File: src/rtl/evt_tmr_pkg.sv
package evt_tmr_pkg;

  typedef enum logic [1:0] {
    EDGE_FALL = 2'b00,
    EDGE_RISE = 2'b01,
    EDGE_BOTH = 2'b10,
    EDGE_RSVD = 2'b11
  } edge_sel_e;

  // bit 3 start, bit 2 cascade source, bits 1:0 edge select
  typedef struct packed {
    logic      start;
    logic      casc;
    edge_sel_e pol;
  } chan_mode_t;

  localparam int MODE_W = $bits(chan_mode_t);

endpackage

File: src/rtl/evt_pin_edge.sv
module evt_pin_edge #(
  parameter int SYNC_STAGES = 2
) (
  input  logic clk,
  input  logic rst,
  input  logic pin_i,
  output logic rise_o,
  output logic fall_o
);

  logic [SYNC_STAGES-1:0] sync_q;
  logic                   last_q;

  always_ff @(posedge clk) begin
    if (rst) begin
      sync_q <= '0;
      last_q <= 1'b0;
    end else begin
      sync_q <= {sync_q[SYNC_STAGES-2:0], pin_i};
      last_q <= sync_q[SYNC_STAGES-1];
    end
  end

  assign rise_o = sync_q[SYNC_STAGES-1] & ~last_q;
  assign fall_o = ~sync_q[SYNC_STAGES-1] & last_q;

endmodule

File: src/rtl/evt_chan.sv
module evt_chan
  import evt_tmr_pkg::*;
#(
  parameter int CNT_W = 16
) (
  input  logic             clk,
  input  logic             rst,
  input  chan_mode_t       mode_i,
  input  logic             pin_rise_i,
  input  logic             pin_fall_i,
  input  logic             casc_i,
  input  logic             wr_i,
  input  logic [CNT_W-1:0] wr_data_i,
  output logic [CNT_W-1:0] count_o,
  output logic             uflow_o
);

  logic [CNT_W-1:0] count_q;
  logic [CNT_W-1:0] reload_q;
  logic             seen_q;
  logic             uflow_q;
  logic             pin_evt;
  logic             evt;
  logic             locked;

  always_comb begin
    unique case (mode_i.pol)
      EDGE_FALL: pin_evt = pin_fall_i;
      EDGE_RISE: pin_evt = pin_rise_i;
      EDGE_BOTH: pin_evt = pin_rise_i | pin_fall_i;
      default:   pin_evt = 1'b0;
    endcase
  end

  assign evt    = mode_i.start & (mode_i.casc ? casc_i : pin_evt);
  // counter is closed to writes once the first event after start is taken
  assign locked = mode_i.start & (seen_q | evt);

  always_ff @(posedge clk) begin
    if (rst) begin
      count_q  <= '0;
      reload_q <= '0;
      seen_q   <= 1'b0;
      uflow_q  <= 1'b0;
    end else begin
      uflow_q <= evt && (count_q == '0);
      if (!mode_i.start)
        seen_q <= 1'b0;
      else if (evt)
        seen_q <= 1'b1;
      if (wr_i)
        reload_q <= wr_data_i;
      if (wr_i && !locked)
        count_q <= wr_data_i;
      else if (evt)
        count_q <= (count_q == '0) ? reload_q : count_q - 1'b1;
    end
  end

  assign count_o = count_q;
  assign uflow_o = uflow_q;

  p_uflow_loads_reload_r2: assert property (@(posedge clk) disable iff (rst)
    uflow_q |-> count_q == $past(reload_q));

  p_count_step_r2: assert property (@(posedge clk) disable iff (rst)
    (evt && count_q != '0 && !wr_i) |=> count_q == $past(count_q) - 1'b1);

  p_stopped_hold_r6: assert property (@(posedge clk) disable iff (rst)
    (!mode_i.start && !wr_i) |=> $stable(count_q));

  p_locked_write_r8: assert property (@(posedge clk) disable iff (rst)
    (mode_i.start && seen_q && wr_i && !evt) |=> $stable(count_q));

endmodule

File: src/rtl/evt_tmr_ring.sv
module evt_tmr_ring
  import evt_tmr_pkg::*;
#(
  parameter int NUM_CH      = 3,
  parameter int CNT_W       = 16,
  parameter int SYNC_STAGES = 2,
  localparam int ADDR_W     = $clog2(2 * NUM_CH)
) (
  input  logic              clk,
  input  logic              rst,
  input  logic [NUM_CH-1:0] pin_i,
  input  logic              wr_en,
  input  logic              rd_en,
  input  logic [ADDR_W-1:0] addr,
  input  logic [CNT_W-1:0]  wr_data,
  output logic [CNT_W-1:0]  rd_data,
  output logic              rd_valid,
  output logic [NUM_CH-1:0] irq
);

  chan_mode_t             mode_q [NUM_CH];
  logic [CNT_W-1:0]       count  [NUM_CH];
  logic [NUM_CH-1:0]      uflow;
  logic [CNT_W-1:0]       rd_mux;

  for (genvar i = 0; i < NUM_CH; i++) begin : g_ch
    localparam int PREV = (i == 0) ? NUM_CH - 1 : i - 1;
    logic rise, fall, tmr_wr;

    assign tmr_wr = wr_en && (addr == ADDR_W'(2 * i));

    always_ff @(posedge clk) begin
      if (rst)
        mode_q[i] <= '0;
      else if (wr_en && addr == ADDR_W'(2 * i + 1))
        mode_q[i] <= chan_mode_t'(wr_data[MODE_W-1:0]);
    end

    evt_pin_edge #(.SYNC_STAGES(SYNC_STAGES)) u_edge (
      .clk    (clk),
      .rst    (rst),
      .pin_i  (pin_i[i]),
      .rise_o (rise),
      .fall_o (fall)
    );

    evt_chan #(.CNT_W(CNT_W)) u_chan (
      .clk        (clk),
      .rst        (rst),
      .mode_i     (mode_q[i]),
      .pin_rise_i (rise),
      .pin_fall_i (fall),
      .casc_i     (uflow[PREV]),
      .wr_i       (tmr_wr),
      .wr_data_i  (wr_data),
      .count_o    (count[i]),
      .uflow_o    (uflow[i])
    );
  end

  always_comb begin
    rd_mux = '0;
    for (int i = 0; i < NUM_CH; i++) begin
      if (addr == ADDR_W'(2 * i))
        rd_mux = count[i];
      else if (addr == ADDR_W'(2 * i + 1))
        rd_mux = CNT_W'(mode_q[i]);
    end
  end

  always_ff @(posedge clk) begin
    if (rst) begin
      rd_data  <= '0;
      rd_valid <= 1'b0;
    end else begin
      rd_valid <= rd_en;
      if (rd_en)
        rd_data <= rd_mux;
    end
  end

  assign irq = uflow;

  p_rd_valid_r10: assert property (@(posedge clk) disable iff (rst)
    rd_valid |-> $past(rd_en));

endmodule

File: config.mk
export PLATFORM = sky130hd
export DESIGN_NAME = evt_tmr_ring
export DESIGN_NICKNAME = d
export VERILOG_FILES = /design/src/rtl/evt_tmr_pkg.sv /design/src/rtl/evt_pin_edge.sv /design/src/rtl/evt_chan.sv /design/src/rtl/evt_tmr_ring.sv
export SDC_FILE = /design/constraint.sdc
export NUM_CORES = 1
export LEC_CHECK = 0
export ABC_AREA = 1
export BUFFER_PORTS_ARGS = -buffer_cell sky130_fd_sc_hd__buf_2
export CAP_MARGIN = 10
export CORE_MARGIN = 8
export CORE_UTILIZATION = 30
export DETAILED_ROUTE_END_ITERATION = 12
export HOLD_SLACK_MARGIN = 0.1
export PLACE_DENSITY = 0.49
export SLEW_MARGIN = 20
export SYNTH_ARGS = -nofsm -noshare
export SYNTH_HDL_FRONTEND = slang
export SYNTH_SLANG_ARGS = --single-unit
File: constraint.sdc
create_clock -name clk -period 2.5 [get_ports clk]
set_clock_uncertainty 0.15 [all_clocks]
set_input_delay 0.125 -clock clk [delete_from_list [all_inputs] [get_ports clk]]
set_output_delay 0.125 -clock clk [all_outputs]
set_load 0.1 [all_outputs]
==> impl_metrics.yaml <==
status:
  status: "finished clean"
clock_network:
  cts_buffers: 17
  cts_tree: "built"
  cts_max_level: 4
  clkSinkCount: 140
  clock_latency_ns: 0.43
  clkSlewWorstSetupHoldPaths_ns: 0.06
  clk_path_buf_depth: 2
  cts_setup_buffers: 0
  root_buffer: "clkbuf_16"
  ctsResizeCount: 0
route:
  via_count: 8273
  drtIter0Drc: 639
  vias_per_cell: 4.993
  wl_per_cell_um: 17.82
  ant_nets: 0
  drtPass1Iterations: 6
  routed_wl_mm: 29.53
  post-route-drc-count: 0
pwr:
  power_density_nw_per_um2: 980.4
  peakVddDrop_mv: 0.4794
  p_leak_nw: 4.527
logic_synthesis:
  synth_flop_cell: "dfxtp_1"
  netlist_instances: 1249
  avgSynthCellArea_um2: 6.488
  postSynthNetCount: 1287
  ys_seq_area_frac: 0.3607
  async_flop_share: 0
  netlist_area_um2: 8104
  ys_types: 36
  ys_ff_latch: 140
  synth_edf_count: 12
  yosysWarnings: 0
cells_and_area:
  layout_commonest_cell: "nor2_1"
  final_cell_mix: "nor2_1 (244), nand2_1 (241), inv_1 (143)"
  area_growth_pct: 17.31
  final_cells: 1657
  drive_gt1_frac: 0.09574
  num-nets-final: 1341
  nFillCells: 2941
  design_area_um2: 9507
  antenna_cells: 0
timing:
  finalCriticalPeriod_ns: 2.203
  setup_violations: 0
  max_slew_margin: 0.5650
  hold_ws_ns: 0.1655
  finalSetupTns_ns: 0
  fmax_mhz: 453.8
  hold_viol: 0
  slew_violations: 0
  rsz0062_at_grt: "false"
  worst-slew-pin-transition_ns: 0.6518
  layout_worst_path_cycle_share: 0.8814
critical_path:
  critical_path_class: "register to register"
  max_stage_delay_ns: 0.36
  critPathArrivalTime_ns: 2.36
  cp_common_cell: "nor2_1"
  crit_path_max_fanout: 16
  end_kind: "register"
  cp-start-kind: "register"
  crit_slowest_cell: "nand3_2"
  path_buf_inv: 1
  path_cells: "inv_1 > ha_1 > nand3_1 > nor2_2 > nand3_2 > o21ai_0 > nor2_1 > nor2_1 > nor2_1"
  ff2ff_setup_slack_ns: 0.30
  crit_required_ns: 2.66
  cp_top_family: "simple AND/OR/NAND/NOR gates"
global_routing:
  antenna_found_initial: 0
  grt_pass1_vias: 7795
  overflow: 0
  track_usage: 0.1812
  grt_max_degree: 31
  grt_pass1_wl_mm: 46.31
place:
  io_buffers: 45
  dp_hpwl_mm: 21.67
  gp_congestion: 0.9111
  dpl_cell_area_um2: 8671
  place_inst: 1601
floorplan:
  die_w_um: 180.4
  coreArea_um2: 26730
  design.portCount: 46
  die_y_um: 180.4
  dieArea_um2: 32530
  start_util: 0.3032
  num_rows: 60
min_path:
  hp-class: "input pin to register"
run:
  drv_cap: 0
## tightest hold or removal path: cells and delay by family
family | cells | cell delay, ns
compound gates | 1 | 0.10
simple gates | 2 | 0.13
buf+inv | 2 | 0.33
## sequential cells by signal (all words and copies together), names as in the netlist
| signal | flops |
|---|---|
| g_ch.u_chan.uflow_o | 3 |
| g_ch.u_chan.reload_q | 48 |
| rd_data | 16 |
| g_ch.u_edge.sync_q | 6 |
| rd_valid | 1 |
| g_ch.u_chan.seen_q | 3 |
| g_ch.u_chan.count_o | 48 |
| g_ch.u_edge.last_q | 3 |
| mode_q | 12 |
## power breakdown
group / switching, mW / total (mW) / leakage, nW / internal (mW)
clock network: 1.08 / 2.61 / 0.284 / 1.53
logic: 2.68 / 3.94 / 3.08 / 1.26
registers: 0.288 / 2.77 / 1.16 / 2.48
total: 4.05 / 9.32 / 4.53 / 5.27
## final timing paths
path,from,end,cells after the start
min,addr[0],rd_data[15]$_SDFFE_PP0P_,5
max reg2reg,g_ch[2].u_chan.count_o[0]$_SDFFE_PP0P_,g_ch[2].u_chan.count_o[9]$_SDFFE_PP0P_,9
min reg2reg,g_ch[1].u_edge.sync_q[0]$_SDFF_PP0_,g_ch[1].u_edge.sync_q[1]$_SDFF_PP0_,2
max,g_ch[2].u_chan.count_o[0]$_SDFFE_PP0P_,g_ch[2].u_chan.count_o[9]$_SDFFE_PP0P_,9
## what timing repair did
item / 4_1_cts / 5_1_grt
endpoints found under the hold margin: 103 / 0
endpoints found under the setup margin: 0 / 0
hold buffers: 24 / 0
## layout make-up
cell class	instances	area (µm²)	area share
multi-input cells	900	4325	0.4550
flip-flops and latches	140	2923	0.3074
repair buffers	96	680.7	0.07160
inverters	148	555.5	0.05844
clock buffers	19	454.2	0.04778
well taps	341	426.7	0.04488
clock inverters	13	141.4	0.01487
## synthesized netlist by cell type (all sizes together) (2+ instances only)
cell / n / area share
clkbuf: 26 / 0.012
o21ai: 105 / 0.065
o31ai: 2 / 0.0019
nand3: 114 / 0.074
xor2: 11 / 0.012
nor3: 11 / 0.0094
inv: 148 / 0.069
a41oi: 11 / 0.012
edfxtp: 12 / 0.044
nand4: 46 / 0.036
o211ai: 27 / 0.025
xnor2: 4 / 0.0043
nor2: 252 / 0.12
nand2: 245 / 0.11
o21a: 2 / 0.0019
dfxtp: 128 / 0.32
ha: 12 / 0.019
o22ai: 3 / 0.0023
a21oi: 52 / 0.032
buf: 35 / 0.025
## cell families after synthesis
| group | share of synthesized area |
|---|---|
| xor+xnor | 0.01621 |
| flops | 0.3607 |
| buf+inv | 0.1056 |
| compound gates | 0.1416 |
| fa+ha+maj | 0.01853 |
| simple gates | 0.3574 |
## per-layer routing
metal,global-route usage,part of all wire
met5,0,0
met4,0.04497,0.012
met3,0.03992,0.055
met2,0.2869,0.45
met1,0.2459,0.48
## stage by stage
stage	utilization	worst slack, ns	power (mW)
final	0.3557	0.2966	9.320
after floorplan	-	0.7419	5.694
after global placement	0.3244	0.3669	6.699
after global routing	0.3557	0.05958	10.04
after detailed placement	0.3244	0.3441	6.694
after CTS	0.3557	0.3370	9.351
No activity file was read; power rests on OpenSTA's default activity.
